File: config.mk
export PLATFORM = sky130hd
export DESIGN_NAME = dma_chan_regs
export DESIGN_NICKNAME = d
export VERILOG_FILES = /design/src/rtl/dma_chan_pkg.sv /design/src/rtl/dma_chan_ctl.sv /design/src/rtl/dma_chan_irq.sv /design/src/rtl/dma_chan_stream.sv /design/src/rtl/dma_chan_regs.sv
export SDC_FILE = /design/constraint.sdc
export NUM_CORES = 1
export LEC_CHECK = 0
export ABC_AREA = 1
export BUFFER_PORTS_ARGS = -buffer_cell sky130_fd_sc_hd__clkbuf_2
export CAP_MARGIN = 5
export CORE_ASPECT_RATIO = 0.7
export CORE_MARGIN = 2
export CORE_UTILIZATION = 26
export DETAILED_ROUTE_END_ITERATION = 7
export GPL_ROUTABILITY_DRIVEN = 0
export MAX_ROUTING_LAYER = met4
export REMOVE_ABC_BUFFERS = 1
export SLEW_MARGIN = 15
export SYNTH_ARGS = -nofsm -noshare
export SYNTH_HDL_FRONTEND = slang
export SYNTH_SLANG_ARGS = --single-unit
File: constraint.sdc
create_clock -name clk -period 5.34 [get_ports clk]
set_clock_uncertainty 0.05 [all_clocks]
set_input_delay 1.068 -clock clk [delete_from_list [all_inputs] [get_ports clk]]
set_output_delay 1.068 -clock clk [all_outputs]
set_load 0.02 [all_outputs]
File: src/rtl/dma_chan_pkg.sv
// Package: shared register offsets, state coding and stream-command bit
// positions for the DMA channel register bank.
// Assumes byte offsets fit in 8 bits.
package dma_chan_pkg;

    // One-hot channel run state
    typedef enum logic [2:0] {
        ST_RESET   = 3'b001,
        ST_STOPPED = 3'b010,
        ST_RUNNING = 3'b100
    } chan_state_e;

    localparam int NUM_PTR = 5;

    // Pointer register offsets, index order matches the top's pointer array
    localparam logic [7:0] PTR_OFS [NUM_PTR] = '{8'h00, 8'h58, 8'h5C, 8'h60, 8'h7C};

    localparam logic [7:0] OFS_CMD    = 8'h80;
    localparam logic [7:0] OFS_CFG    = 8'h84;
    localparam logic [7:0] OFS_STAT   = 8'h88;
    localparam logic [7:0] OFS_MASK   = 8'h8C;
    localparam logic [7:0] OFS_ACK    = 8'h90;
    localparam logic [7:0] OFS_RAW    = 8'h94;
    localparam logic [7:0] OFS_MASKED = 8'h98;
    localparam logic [7:0] OFS_STREAM = 8'h9C;

    // Stream-command field
    localparam int SCMD_W      = 10;
    localparam int SCMD_CTX    = 9;
    localparam int SCMD_DATA_A = 8;
    localparam int SCMD_DATA_B = 6;
    localparam int SCMD_BURST  = 5;

    // Configuration bits
    localparam int CFG_EN   = 0;
    localparam int CFG_STOP = 1;

endpackage

File: src/rtl/dma_chan_ctl.sv
// Module: dma_chan_ctl
// Holds the configuration word, the one-hot run state and the end-of-list
// flag. It gates start requests with enable and stop.
// Assumes cfg_we and start_req never coincide (they share one bus).
module dma_chan_ctl
    import dma_chan_pkg::*;
#(
    parameter int DATA_W = 32
) (
    input  logic              clk,
    input  logic              rst_n,
    input  logic              cfg_we,
    input  logic [DATA_W-1:0] cfg_wdata,
    input  logic              start_req,
    input  logic              eol_set,
    output logic [DATA_W-1:0] cfg_q,
    output chan_state_e       state_q,
    output logic              eol_q,
    output logic              start_ok
);

    // Start is accepted only with enable set and stop clear
    always_comb begin
        start_ok = start_req && cfg_q[CFG_EN] && !cfg_q[CFG_STOP];
    end

    // Configuration register storage
    always_ff @(posedge clk) begin
        if (!rst_n) begin
            cfg_q <= '0;
        end else if (cfg_we) begin
            cfg_q <= cfg_wdata;
        end
    end

    // Run state update: config write, else accepted start
    always_ff @(posedge clk) begin
        if (!rst_n) begin
            state_q <= ST_RESET;
        end else if (cfg_we) begin
            if (!cfg_wdata[CFG_EN]) begin
                state_q <= ST_RESET;
            end else if (cfg_wdata[CFG_STOP]) begin
                state_q <= ST_STOPPED;
            end
        end else if (start_ok) begin
            state_q <= ST_RUNNING;
        end
    end

    // End-of-list flag: cleared by start, set by engine event (event wins)
    always_ff @(posedge clk) begin
        if (!rst_n) begin
            eol_q <= 1'b0;
        end else if (eol_set) begin
            eol_q <= 1'b1;
        end else if (start_ok) begin
            eol_q <= 1'b0;
        end
    end

endmodule

File: src/rtl/dma_chan_irq.sv
// Module: dma_chan_irq
// Raw interrupt bits with set-over-clear priority, the mask register,
// the masked view and the level interrupt output.
// Assumes irq_set bits are pulses from the engine.
module dma_chan_irq #(
    parameter int IRQ_W = 4
) (
    input  logic             clk,
    input  logic             rst_n,
    input  logic             mask_we,
    input  logic             ack_we,
    input  logic [IRQ_W-1:0] wdata,
    input  logic [IRQ_W-1:0] irq_set,
    output logic [IRQ_W-1:0] raw_q,
    output logic [IRQ_W-1:0] mask_q,
    output logic [IRQ_W-1:0] masked,
    output logic             irq
);

    logic [IRQ_W-1:0] clr_bits;

    // Bits to clear on an acknowledge write
    always_comb begin
        clr_bits = ack_we ? wdata : '0;
    end

    // Raw bits: new events override a same-cycle acknowledge
    always_ff @(posedge clk) begin
        if (!rst_n) begin
            raw_q <= '0;
        end else begin
            raw_q <= (raw_q & ~clr_bits) | irq_set;
        end
    end

    // Mask register storage
    always_ff @(posedge clk) begin
        if (!rst_n) begin
            mask_q <= '0;
        end else if (mask_we) begin
            mask_q <= wdata;
        end
    end

    // Masked view and level output
    always_comb begin
        masked = raw_q & mask_q;
        irq    = |masked;
    end

endmodule

File: src/rtl/dma_chan_stream.sv
// Module: dma_chan_stream
// Stores the stream-command field and decodes it into load requests and a
// start request. It registers the strobes toward the transfer engine.
// Assumes stream_we is a single-cycle write pulse.
module dma_chan_stream
    import dma_chan_pkg::*;
(
    input  logic              clk,
    input  logic              rst_n,
    input  logic              stream_we,
    input  logic [SCMD_W-1:0] wdata,
    input  logic              start_ok,
    output logic [SCMD_W-1:0] scmd_q,
    output logic              start_req,
    output logic              ld_data_q,
    output logic              ld_ctx_q,
    output logic              start_q
);

    logic want_data;
    logic want_ctx;

    // Decode the incoming command field
    always_comb begin
        want_data = stream_we && (wdata[SCMD_DATA_A] || wdata[SCMD_DATA_B]);
        want_ctx  = stream_we && wdata[SCMD_CTX];
        start_req = want_ctx || (want_data && wdata[SCMD_BURST]);
    end

    // Command register storage (low field only)
    always_ff @(posedge clk) begin
        if (!rst_n) begin
            scmd_q <= '0;
        end else if (stream_we) begin
            scmd_q <= wdata;
        end
    end

    // One-cycle strobes to the engine
    always_ff @(posedge clk) begin
        if (!rst_n) begin
            ld_data_q <= 1'b0;
            ld_ctx_q  <= 1'b0;
            start_q   <= 1'b0;
        end else begin
            ld_data_q <= want_data;
            ld_ctx_q  <= want_ctx;
            start_q   <= start_ok;
        end
    end

endmodule

File: src/rtl/dma_chan_regs.sv
// Module: dma_chan_regs (top)
// Per-channel register bank of a descriptor DMA channel: pointer storage,
// configuration and run state, interrupt unit and stream-command decode.
// Assumes single-cycle word accesses; ADDR_W >= 8 and DATA_W >= 16.
module dma_chan_regs
    import dma_chan_pkg::*;
#(
    parameter int ADDR_W = 8,
    parameter int DATA_W = 32,
    parameter int IRQ_W  = 4
) (
    input  logic              clk,
    input  logic              rst_n,
    input  logic              bus_sel,
    input  logic              bus_wr,
    input  logic [ADDR_W-1:0] bus_addr,
    input  logic [DATA_W-1:0] bus_wdata,
    output logic [DATA_W-1:0] bus_rdata,
    input  logic [IRQ_W-1:0]  irq_set,
    input  logic              eol_set,
    input  logic [7:0]        src_id,
    output logic [DATA_W-1:0] desc_ptr,
    output logic [DATA_W-1:0] saved_desc_ptr,
    output logic [DATA_W-1:0] saved_buf_ptr,
    output logic [DATA_W-1:0] group_ptr,
    output logic [DATA_W-1:0] ctx_ptr,
    output logic [2:0]        chan_state,
    output logic              ld_data_o,
    output logic              ld_ctx_o,
    output logic              start_o,
    output logic              irq_o
);

    logic              wr_fire;
    logic              rd_fire;
    logic [DATA_W-1:0] ptr_q [NUM_PTR];
    logic [DATA_W-1:0] cmd_q;
    logic [DATA_W-1:0] cfg_q;
    chan_state_e       state_q;
    logic              eol_q;
    logic              start_ok;
    logic              start_req;
    logic [IRQ_W-1:0]  raw_q;
    logic [IRQ_W-1:0]  mask_q;
    logic [IRQ_W-1:0]  masked;
    logic [SCMD_W-1:0] scmd_q;
    logic              cfg_en;
    logic              cfg_stop;
    logic [DATA_W-1:0] stat_w;
    logic [DATA_W-1:0] rd_mux;

    // Bus qualifiers
    always_comb begin
        wr_fire = bus_sel && bus_wr;
        rd_fire = bus_sel && !bus_wr;
    end

    // Pointer registers, one per listed offset
    for (genvar gi = 0; gi < NUM_PTR; gi++) begin : g_ptr
        always_ff @(posedge clk) begin
            if (!rst_n) begin
                ptr_q[gi] <= '0;
            end else if (wr_fire && bus_addr == ADDR_W'(PTR_OFS[gi])) begin
                ptr_q[gi] <= bus_wdata;
            end
        end
    end

    // Command register storage
    always_ff @(posedge clk) begin
        if (!rst_n) begin
            cmd_q <= '0;
        end else if (wr_fire && bus_addr == ADDR_W'(OFS_CMD)) begin
            cmd_q <= bus_wdata;
        end
    end

    dma_chan_ctl #(.DATA_W(DATA_W)) u_ctl (
        .clk       (clk),
        .rst_n     (rst_n),
        .cfg_we    (wr_fire && bus_addr == ADDR_W'(OFS_CFG)),
        .cfg_wdata (bus_wdata),
        .start_req (start_req),
        .eol_set   (eol_set),
        .cfg_q     (cfg_q),
        .state_q   (state_q),
        .eol_q     (eol_q),
        .start_ok  (start_ok)
    );

    dma_chan_irq #(.IRQ_W(IRQ_W)) u_irq (
        .clk     (clk),
        .rst_n   (rst_n),
        .mask_we (wr_fire && bus_addr == ADDR_W'(OFS_MASK)),
        .ack_we  (wr_fire && bus_addr == ADDR_W'(OFS_ACK)),
        .wdata   (bus_wdata[IRQ_W-1:0]),
        .irq_set (irq_set),
        .raw_q   (raw_q),
        .mask_q  (mask_q),
        .masked  (masked),
        .irq     (irq_o)
    );

    dma_chan_stream u_stream (
        .clk       (clk),
        .rst_n     (rst_n),
        .stream_we (wr_fire && bus_addr == ADDR_W'(OFS_STREAM)),
        .wdata     (bus_wdata[SCMD_W-1:0]),
        .start_ok  (start_ok),
        .scmd_q    (scmd_q),
        .start_req (start_req),
        .ld_data_q (ld_data_o),
        .ld_ctx_q  (ld_ctx_o),
        .start_q   (start_o)
    );

    // Configuration bits seen by the checker
    always_comb begin
        cfg_en   = cfg_q[CFG_EN];
        cfg_stop = cfg_q[CFG_STOP];
    end

    // Status word packing
    always_comb begin
        stat_w        = '0;
        stat_w[2:0]   = state_q;
        stat_w[5]     = eol_q;
        stat_w[15:8]  = src_id;
    end

    // Read multiplexer: zero for unlisted offsets and idle bus
    always_comb begin
        rd_mux = '0;
        if (rd_fire) begin
            for (int k = 0; k < NUM_PTR; k++) begin
                if (bus_addr == ADDR_W'(PTR_OFS[k])) begin
                    rd_mux = ptr_q[k];
                end
            end
            if (bus_addr == ADDR_W'(OFS_CMD))    rd_mux = cmd_q;
            if (bus_addr == ADDR_W'(OFS_CFG))    rd_mux = cfg_q;
            if (bus_addr == ADDR_W'(OFS_STAT))   rd_mux = stat_w;
            if (bus_addr == ADDR_W'(OFS_MASK))   rd_mux = DATA_W'(mask_q);
            if (bus_addr == ADDR_W'(OFS_RAW))    rd_mux = DATA_W'(raw_q);
            if (bus_addr == ADDR_W'(OFS_MASKED)) rd_mux = DATA_W'(masked);
            if (bus_addr == ADDR_W'(OFS_STREAM)) rd_mux = DATA_W'(scmd_q);
        end
    end

    // Output wiring
    always_comb begin
        bus_rdata      = rd_mux;
        desc_ptr       = ptr_q[0];
        saved_desc_ptr = ptr_q[1];
        saved_buf_ptr  = ptr_q[2];
        group_ptr      = ptr_q[3];
        ctx_ptr        = ptr_q[4];
        chan_state     = state_q;
    end

endmodule

; Word level (Yosys, flattened, before mapping)
; Memory sizes are Yosys's and may differ from the RTL's.
; Index checks and enable logic that the tools add are counted.
[classes]
n_addsub = 0
multipliers = 0
n_div = 0
n_lt_le_gt_ge = 0
n_eq_ne = 13
n_shift = 0
muxes = 41
bitwise = 9
reduce_logical = 26
[ops]
columns = operator, count
row1 = 32-bit two-way mux, 18
row2 = 8-bit equality test (second input constant), 8
row3 = 8-bit by 7-bit equality test with 1-bit output (second input constant), 4
row4 = 1-bit two-way mux, 18
row5 = 1-bit logical AND, 17
row6 = 3-bit two-way mux, 4
row7 = 4-bit bitwise AND, 2
row8 = 8-bit logical NOT, 1
row9 = 1-bit bitwise OR, 5
row10 = 4-bit two-way mux, 1
row11 = 4-bit NOT, 1
row12 = 4-bit bitwise OR, 1
row13 = 2-bit nonzero test, 2
row14 = 4-bit OR reduction, 1
row15 = 3-bit != test (second input constant), 1
row16 = 1-bit logical NOT, 2
row17 = 1-bit logical OR, 2
row18 = 2-bit AND reduction, 1
[word_totals]
regBits = 89
latch_bits = 0
mem_bits_rw = 160
mem_bits_ro = 0
out_inout_bits = 199
memories = 1
[memory_table]
columns = name, words, width, rd, rd_clocked_by_memory_dff, write_ports, line_no
row1 = ptr_q, 5, 32, 5, 0, 5, dma_chan_regs.sv:36  ; logic [DATA_W-1:0] ptr_q [NUM_PTR];

; Depth between registers and ports, before layout
; Gate-level depths: netlist (run 1).
[logic_depth]
depth_word = 14
mapped_depth = 13

; Cells and area by module
; A second synthesis (run 1) with hierarchy kept.
[unflattened]
hier_cells = 1250
area_unflattened_um2 = 11349.6
[by_module_without_submodules]
columns = mod, instances, cells_per_inst, area_per_inst_um2, seq_area_each_um2
row1 = dma_chan_regs, 1, 991, 9261.4, 5445.2
row2 = dma_chan_ctl, 1, 159, 1311.3, 720.7
row3 = dma_chan_stream, 1, 53, 457.9, 260.2
row4 = dma_chan_irq, 1, 47, 319.1, 160.2

; Worst setup path after synthesis (run 1)
; OpenSTA, ideal clock, no wires.
[synth_timing]
path_kind = input port to flip-flop
start = input port bus_addr[3]
end = memory ptr_q[3][0] (enable)
setup_ps = 466
t_arrival_ps = 3924
required_ps = 4824
path_slack_ps = 900
cell_stages = 6
path_buffers = 1
path_cell_list = nor2_1 > nand2_2 > inv_1 > nand2_1 > buf_2 > o21ai_0
[synth_lines]
columns = item, line_no
row1 = start: declaration, dma_chan_regs.sv:16  ; input logic [ADDR_W-1:0] bus_addr,
row2 = end: declaration, dma_chan_regs.sv:36

; Worst setup path in the final report (run 1)
[layout_timing]
start = input port bus_addr[0]
end = output port bus_rdata[0]
[layout_via]
elab_chain_len = 14
elab_cells_between_ends = 25
classes_between = 11 x eq/ne / 13 x mux / 1 x reduce/logical
[layout_rtl]
columns = item, line_no
row1 = 8-bit logical NOT, dma_chan_regs.sv:136  ; if (bus_addr == ADDR_W'(PTR_OFS[k])) begin
row2 = 32-bit two-way mux (5 in a row), dma_chan_regs.sv:136
row3 = 32-bit two-way mux, dma_chan_regs.sv:140  ; if (bus_addr == ADDR_W'(OFS_CMD)) rd_mux = cmd_q;
row4 = 32-bit two-way mux, dma_chan_regs.sv:141  ; if (bus_addr == ADDR_W'(OFS_CFG)) rd_mux = cfg_q;
row5 = 32-bit two-way mux, dma_chan_regs.sv:142  ; if (bus_addr == ADDR_W'(OFS_STAT)) rd_mux = stat_w;
row6 = 32-bit two-way mux, dma_chan_regs.sv:143  ; if (bus_addr == ADDR_W'(OFS_MASK)) rd_mux = DATA_W'(mask_q);
row7 = 32-bit two-way mux, dma_chan_regs.sv:144  ; if (bus_addr == ADDR_W'(OFS_RAW)) rd_mux = DATA_W'(raw_q);
row8 = 32-bit two-way mux, dma_chan_regs.sv:145  ; if (bus_addr == ADDR_W'(OFS_MASKED)) rd_mux = DATA_W'(masked);
row9 = 32-bit two-way mux *, dma_chan_regs.sv:146  ; if (bus_addr == ADDR_W'(OFS_STREAM)) rd_mux = DATA_W'(scmd_q);
row10 = 32-bit two-way mux *, dma_chan_regs.sv:134  ; if (rd_fire) begin
row11 = end: declaration, dma_chan_regs.sv:18  ; output logic [DATA_W-1:0] bus_rdata,
; Every way passes the cells marked *; elsewhere a longest branch is shown, timed or not.

==> results.md, run 1 <==
* Status: finished clean
* Hold_ws at 0.4019 ns
* CTS Hold Bufs at 0
* Most frequent cell after synthesis: nand2_1
* Grt ovf at 0
* Tmin final at 4.311 ns
* Synth top area share at 43.52%
* Ys Warns at 0
* Synth cell count leaders: nand2_1 (217), nor2_1 (211), edfxtp_1 (160)
* Row cnt at 63
* Pwr Density at 316.1 nW/um^2
* Sw frac at 25.44%
* PostCTS Resize Cnt at 0
* Number of max-slew violations in the final report at 0
* Layout cells sized above 1 at 23.95%
* Synth Flop Type: edfxtp_1
* Critical path type: in -> out
* Worst-Margin Slew at 1.145 ns
* Placed Cells at 1972
* TritonCTS clock tree: built
* Synth async-reset ratio at 0%
* CTS Root Cell: clkbuf_16
* RSZ-0062 raised after global routing: false
* Iter 0 DRT Violations at 973
* TritonRoute pass-1 iters at 5
* Relative slew slack at 23.40%
* Flop-to-flop setup slack at 4.31 ns
* Multi-input logic area at 3665 um^2
* Core box area at 42090 um^2
* All-Layer GR Usage at 19.20%
* Cell taking the most area after synthesis: edfxtp_1
* Max Fclk at 231.9 MHz
* Die Y at 176.4 um
* Hold Path Class: reg -> reg
* Nets at 1506
* Final setup viols at 0
* Crit path DAT at 3.19 ns
* Peak supply drop at 0.0002079 V
* Final Hold Viols at 0
* Vias at 9785
* HPWL after DPL at 28700 um
* Total negative slack at 0 ns
* Worst EP required at 4.22 ns
* Synth area leaders: edfxtp_1 (44%), dfxtp_1 (16%), nand2_1 (7.4%)
* Wire per inst at 21.05 um
* Syn Area/Cell at 9.101 um^2
* Die span in x at 250.3 um
* Largest net degree at the start of global routing at 47
* Clock power frac at 42.6%
* Seq cells post-synth at 249
* Worst Path Max Fanout at 21
* Ports at 256
* Clock Path Buffers at 3
* Reg clk slew, reported paths at 0.06 ns
* Max Cap Violations at 0
* Fill count at 4432
* Total clock sinks at 249
* Detail Route Antenna Nets at 0
* Cell Area, Synth at 11040 um^2
* First-pass GRT wire length at 61310 um
* Register Area at 6586 um^2
* PortBufs at 255
* Initial antenna violation count at 0
* Leakage power at 5.891 nW
* Vias per inst at 4.839
* Tcrit/Tclk final at 80.74%
* Post-CTS setup buffers at 0
* P&R area growth vs syn at 23.79%
* Combinational cell fraction of total power at 7.4%
* DIE AREA at 44150 um^2
* Skew-Pair Late Insertion Delay at 0.56 ns
* Psw at 1.099 mW
* Post-route DRC at 0
* Total chip power at 4.320 mW
* Initial Util at 26.23%
* Sequential power share at 50.0%
* CTS HTree Levels at 1
* Post-synth EDFFs at 160
* Worst setup SP type: input pin
* Final wirelength at 42570 um
* Final antenna diode count at 0
* Seq/Total Area, Yosys at 59.66%
* Netlist cell types at 41
* Worst Setup End Kind: output port
* Total CTS buffers at 27
* P_int at 3.221 mW
* Vias in the first global route at 9417
* Final Non-Filler Cells at 2022
* Cells after Synth at 1213
==> cells by family (layout without fill, tap and decap cells) <==
group / count (synthesis) / in the layout / synth area share (%)
DFF: 249 / 249 / 59.66
AOI/OAI and AO/OA: 256 / 256 / 12.43
buffers and inverters: 187 / 444 / 7.730
and+or+nand+nor: 521 / 521 / 20.17
==> path summary, 6_finish.rpt <==
path	start	endpoint	cells after the start
min reg2reg	u_ctl.cfg_q[15]	u_ctl.cfg_q[15]	2
min	u_ctl.cfg_q[15]	u_ctl.cfg_q[15]	2
max	bus_addr[0]	bus_rdata[0]	14
max reg2reg	u_ctl.cfg_q[1]	u_ctl.state_q[2]	5
==> worst max-delay path, stage by stage <==
cell and delay [ns]:
clkbuf_2 0.09, inv_1 0.04, nand2_1 0.13, nor2_4 0.31, nand2_2 0.13, inv_2 0.43
buf_4 0.33, nand2_1 0.08, nand4_1 0.09, nand2_1 0.06, nand3_1 0.06, nand2_1 0.05
a21oi_1 0.11, clkbuf_2 0.18
==> power by group through the flow <==
| stage | logic [mW] | registers (mW) | clock network [mW] |
|---|---|---|---|
| 2_1_floorplan | 0.0720 | 2.27 | 0 |
| 3_3_place_gp | 0.319 | 2.20 | 0 |
| 3_5_place_dp | 0.321 | 2.20 | 0 |
| 4_1_cts | 0.322 | 2.16 | 1.87 |
| 5_1_grt | 0.339 | 2.17 | 1.94 |
| 6_report | 0.318 | 2.16 | 1.84 |
==> layout by cell type (no fill, tap or decap), types with 2 or more instances in the layout <==
cell type and count:
buf_4 18, edfxtp_1 160, clkbuf_16 27, nand3_2 4, nand2_1 216, clkbuf_8 4
nor2_4 6, nand3_1 35, o22ai_1 4, nor2_2 3, dfxtp_1 89, clkinv_1 10
clkbuf_2 254, a221oi_1 4, a21oi_1 119, inv_2 4, nand3_4 2, nor2_1 210
or2_2 3, a211oi_1 7, o21ai_1 7, inv_6 4, o21ai_4 4, nor3_1 2
nand2_2 5, nand2_4 3, nand4_1 30, clkinv_2 5, o21ai_0 91, clkbuf_1 5
inv_1 111, o211ai_1 13
==> stage by stage <==
step	utilization, %	area [um^2]	worst slack, ns
after global routing	32.47	13670	0.8534
final	32.47	13670	1.029
after CTS	32.47	13670	1.014
after floorplan	-	10650	0.7687
after global placement	30.45	12820	1.077
after detailed placement	30.45	12820	1.036
==> area by class of cell <==
type,count,share of cell area (%)
Clock buffer,36,5.484
Tap cell,552,5.054
Timing Repair Buffer,272,10.29
Clock inverter,14,0.7325
Multi-Input combinational cell,777,26.82
Sequential cell,249,48.20
Inverter,122,3.424
==> metal layers <==
| metal | GRT usage [%] | routed length [um] |
|---|---|---|
| met5 | - | 0 |
| met3 | 2.831 | 3186 |
| met4 | 5.165 | 1159 |
| met1 | 26.25 | 19070 |
| met2 | 29.80 | 19150 |
==> sequential cells by signal (all words and copies together) (netlist names) <==
| name | flops |
|---|---|
| cmd_q | 32 |
| ptr_q | 160 |
| u_ctl.cfg_q | 32 |
| u_ctl.eol_q | 1 |
| u_ctl.state_q | 3 |
| u_irq.mask_q | 4 |
| u_irq.raw_q | 4 |
| u_stream.ld_ctx_q | 1 |
| u_stream.ld_data_q | 1 |
| u_stream.scmd_q | 10 |
| u_stream.start_q | 1 |
No activity file was read; power rests on OpenSTA's default activity.
==> inputs of run 2 (changes only) <==
--- a/config.mk
+++ b/config.mk
@@ -5,7 +5,7 @@
 export SDC_FILE = /design/constraint.sdc
 export NUM_CORES = 1
 export LEC_CHECK = 0
-export ABC_AREA = 1
+export ABC_AREA = 0
 export BUFFER_PORTS_ARGS = -buffer_cell sky130_fd_sc_hd__clkbuf_2
 export CAP_MARGIN = 5
 export CORE_ASPECT_RATIO = 0.7
==> constraint.sdc (replaced) <==
create_clock -name clk -period 3.51 [get_ports clk]
set_clock_uncertainty 0.05 [all_clocks]
set_input_delay 0.702 -clock clk [delete_from_list [all_inputs] [get_ports clk]]
set_output_delay 0.702 -clock clk [all_outputs]
set_load 0.02 [all_outputs]
==> results.md, run 2 <==
* Status: finished with violations (was finished clean)
* Failing checks: setup timing
* Worst setup SP type: input pin (unchanged)
* Relative slew slack at 37.80% (was 23.40%)
* Commonest non-fill, non-tap cell in the layout: clkbuf_2 (unchanged)
* TritonRoute pass-1 iters at 5 (unchanged)
* Wire per inst at 23.87 um (was 21.05 um)
* Reg clk slew, reported paths at 0.06 ns (about the same)
* PortBufs at 255 (unchanged)
* Layout cells sized above 1 at 30.46% (was 23.95%)
* Register Area at 6586 um^2 (unchanged)
* P&R area growth vs syn at 31.02% (was 23.79%)
* Critical path's slowest cell: and4b_2 (was inv_2)
* Most frequent cells in the layout: clkbuf_2 (254), nand2_1 (187), and2_1 (162) (was clkbuf_2 (254), nand2_1 (216), nor2_1 (210))
* Critical path type: in -> out (unchanged)
* R2R cell count at 2 (was 5)
* Total CTS buffers at 28 (was 27)
* Synth top area share at 41.08% (was 43.52%)
* TritonCTS clock tree: built (unchanged)
* Ports at 256 (unchanged)
* CTS HTree Levels at 1 (unchanged)
* CTS Root Cell: clkbuf_16 (unchanged)
* Vias in the first global route at 10.31k (was 9417)
* Largest stage delay, worst path at 0.36 ns (was 0.43 ns)
* Tmin final at 3.512 ns
* CTS Hold Bufs at 0 (unchanged)
* Skew-Pair Late Insertion Delay at 0.56 ns (about the same)
* Hold path cells at 3 (was 2)
* Leakage power at 5.724 nW (was 5.891 nW)
* DIE AREA at 46720 um^2 (was 44150 um^2)
* All-Layer GR Usage at 21.10% (was 19.20%)
* Worst Hold End: u_irq.raw_q[0] (was u_ctl.cfg_q[15])
* Initial Util at 26.55% (was 26.23%)
* Synth async-reset ratio at 0% (unchanged)
* Synth area leaders: edfxtp_1 (41%), dfxtp_1 (15%), and2_1 (8.8%) (was edfxtp_1 (44%), dfxtp_1 (16%), nand2_1 (7.4%))
* Cell taking the most area after synthesis: edfxtp_1 (unchanged)
* Post-route DRC at 0 (unchanged)
* Multi-input logic area at 4858 um^2 (was 3665 um^2)
* Post-synth EDFFs at 160 (unchanged)
* Worst-Margin Slew at 0.9307 ns (was 1.145 ns)
* Syn Area/Cell at 10.12 um^2 (was 9.101 um^2)
* CP delay by family, top: simple AND/OR/NAND/NOR gates (was buffers and inverters)
* Cell chain of the critical path: clkbuf_2 > buf_4 > and4b_2 > and2_2 > nand2_1 > a311o_1 > o21ai_1 > buf_4 > clkbuf_2 (was clkbuf_2 > inv_1 > nand2_1 > nor2_4 > nand2_2 > inv_2 > buf_4 > nand2_1 > nand4_1 > nand2_1 > nand3_1 > nand2_1 > a21oi_1 > clkbuf_2)
* Final Hold Viols at 0 (unchanged)
* Final wirelength at 49400 um (was 42570 um)
* Tcrit/Tclk final at 100.0%
* Vias at 10.65k (was 9785)
* Worst EP required at 2.76 ns (was 4.22 ns)
* Iter 0 DRT Violations at 1265 (was 973)
* Die Y at 181.4 um (was 176.4 um)
* Flop-to-flop setup slack at 2.43 ns (was 4.31 ns)
* Row cnt at 64 (was 63)
* Largest reg by FF count: ptr_q (unchanged)
* Reg2reg end: u_ctl.state_q[0] (was u_ctl.state_q[2])
* HPWL after DPL at 35180 um (was 28700 um)
* Crit path DAT at 2.76 ns (was 3.19 ns)
* Final setup viols at 1 (was 0)
* Netlist cell types at 74 (was 41)
* Die span in x at 257.5 um (was 250.3 um)
* Detail Route Antenna Nets at 0 (unchanged)
* Peak supply drop at 0.0002853 V (was 0.0002079 V)
* Cells after Synth at 1156 (was 1213)
* Total clock sinks at 249 (unchanged)
* Worst Path Buf+Inv at 4 (was 5)
* Most frequent cell after synthesis: nand2_1 (unchanged)
* Pre-CTS WS at -0.1035 ns (was 1.036 ns)
* Largest net degree at the start of global routing at 83 (was 47)
* Initial antenna violation count at 3 (was 0)
* Max Cap Violations at 0 (unchanged)
* Nets at 1509 (was 1506)
* Max Fclk at 284.8 MHz
* Worst r2r src: u_ctl.cfg_q[1] (unchanged)
* Grt ovf at 0 (unchanged)
* Synth Flop Type: edfxtp_1 (unchanged)
* Core box area at 44040 um^2 (was 42090 um^2)
* Synth cell count leaders: nand2_1 (189), and2_1 (164), edfxtp_1 (160) (was nand2_1 (217), nor2_1 (211), edfxtp_1 (160))
* Total chip power at 6.973 mW (was 4.320 mW)
* Pwr Density at 455.1 nW/um^2 (was 316.1 nW/um^2)
* Clock Path Buffers at 3 (unchanged)
* Worst Path Max Fanout at 9 (was 21)
* Hold_sp: irq_set[0] (was u_ctl.cfg_q[15])
* Number of max-slew violations in the final report at 0 (unchanged)
* Seq cells post-synth at 249 (unchanged)
* First-pass GRT wire length at 70230 um (was 61310 um)
* Final setup margin at -0.001731 ns (was 1.029 ns)
* Largest registers: ptr_q (160), cmd_q (32), u_ctl.cfg_q (32) (unchanged)
* Fill count at 4522 (was 4432)
* Ys Warns at 0 (unchanged)
* RSZ-0062 raised after global routing: true (was false)
* Worst Setup End Kind: output port (unchanged)
* Hold Path Class: in -> reg (was reg -> reg)
* Number of flip-flops in the largest register at 160 (unchanged)
* Hold_ws at 0.3145 ns (was 0.4019 ns)
* Seq/Total Area, Yosys at 56.32% (was 59.66%)
* Cell Area, Synth at 11690 um^2 (was 11040 um^2)
* Vias per inst at 5.146 (was 4.839)
## run 2: changes by cell type in the layout (fill, tap and decap cells not counted), sizes merged, moves of 29 or more
cell,before,now
and2,0,165
nor2,220,51
nand2,224,189
buf,18,104
o21ai,103,47
a22oi,0,29
inv,119,5
## run 2: worst max-delay path by stage
stage	start	end	slack (ns)	depth (start not counted)
finish	bus_addr[4]	bus_rdata[13]	-0.002	9
global route	bus_addr[0]	bus_rdata[5]	-0.04	10
CTS	bus_addr[4]	bus_rdata[13]	0.006	9
detailed placement	bus_addr[4]	bus_rdata[13]	-0.10	8
global placement	bus_addr[5]	bus_rdata[13]	-0.63	9
floorplan	bus_addr[3]	ptr_q[4][0]	-2.20	3
## run 2: power breakdown
part	switching, mW	leakage, nW	internal (mW)
sequential	0.0829	2.24	3.21
clock	1.25	0.452	1.78
combinational	0.456	3.04	0.196
## run 2: what timing repair did
action | 4_1_cts | 5_1_grt
hold endpoints to repair | 0 | 0
setup endpoints to repair | 8 | 13
gates resized for setup | 6 | 6
buffers inserted | 0 | 2
pin swaps | 0 | 0
## run 2: cells by family (layout without fill, tap and decap cells)
family,count (synthesis),in the layout,share of synthesized area (%)
flip-flops,249,249,56.32
AO/OA/AOI/OAI,286,286,15.72
XOR/XNOR,1,1,0.07490
other,0,2,0
buffers and inverters,96,414,3.616
AND/OR/NAND/NOR,496,496,21.84
multiplexers,28,28,2.439
## run 2: cell type report
| class | instances | area share (%) |
|---|---|---|
| diodes | 2 | 0.03266 |
| multi-input cells | 811 | 31.71 |
| clock buffers | 39 | 5.112 |
| clock inverters | 13 | 0.9799 |
| well taps | 594 | 4.851 |
| inverters | 4 | 0.09799 |
| flip-flops and latches | 249 | 42.99 |
| repair buffers | 358 | 14.23 |
## run 2: worst reg2reg max path, cell delays in order, from the launching register on
cell and delay, ns:
dfxtp_1 0.32, nand4b_1 0.29, a31o_2 0.32
## run 2: per-stage QoR
stage | setup TNS, ns | utilization, % | cells | area, um^2
global placement | -2.798 | 32.49 | 2013 | 14310
detailed placement | -0.2393 | 32.52 | 2014 | 14320
floorplan | -221.22 | - | 1064 | 11290
CTS | 0 | 34.68 | 2066 | 15280
global route | -0.08877 | 34.78 | 2069 | 15320
finish | -0.001731 | 34.79 | 2070 | 15320
## run 2: per-layer routing
layer	track usage, %	part of all wire [%]	vias to the layer above	wire, um
met5	-	0	-	0
met4	5.665	2.7	0	1343
met3	4.397	9.2	89	4563
met2	31.23	44	611	21520
met1	29.19	44	5192	21970
li1	-	-	4761	-
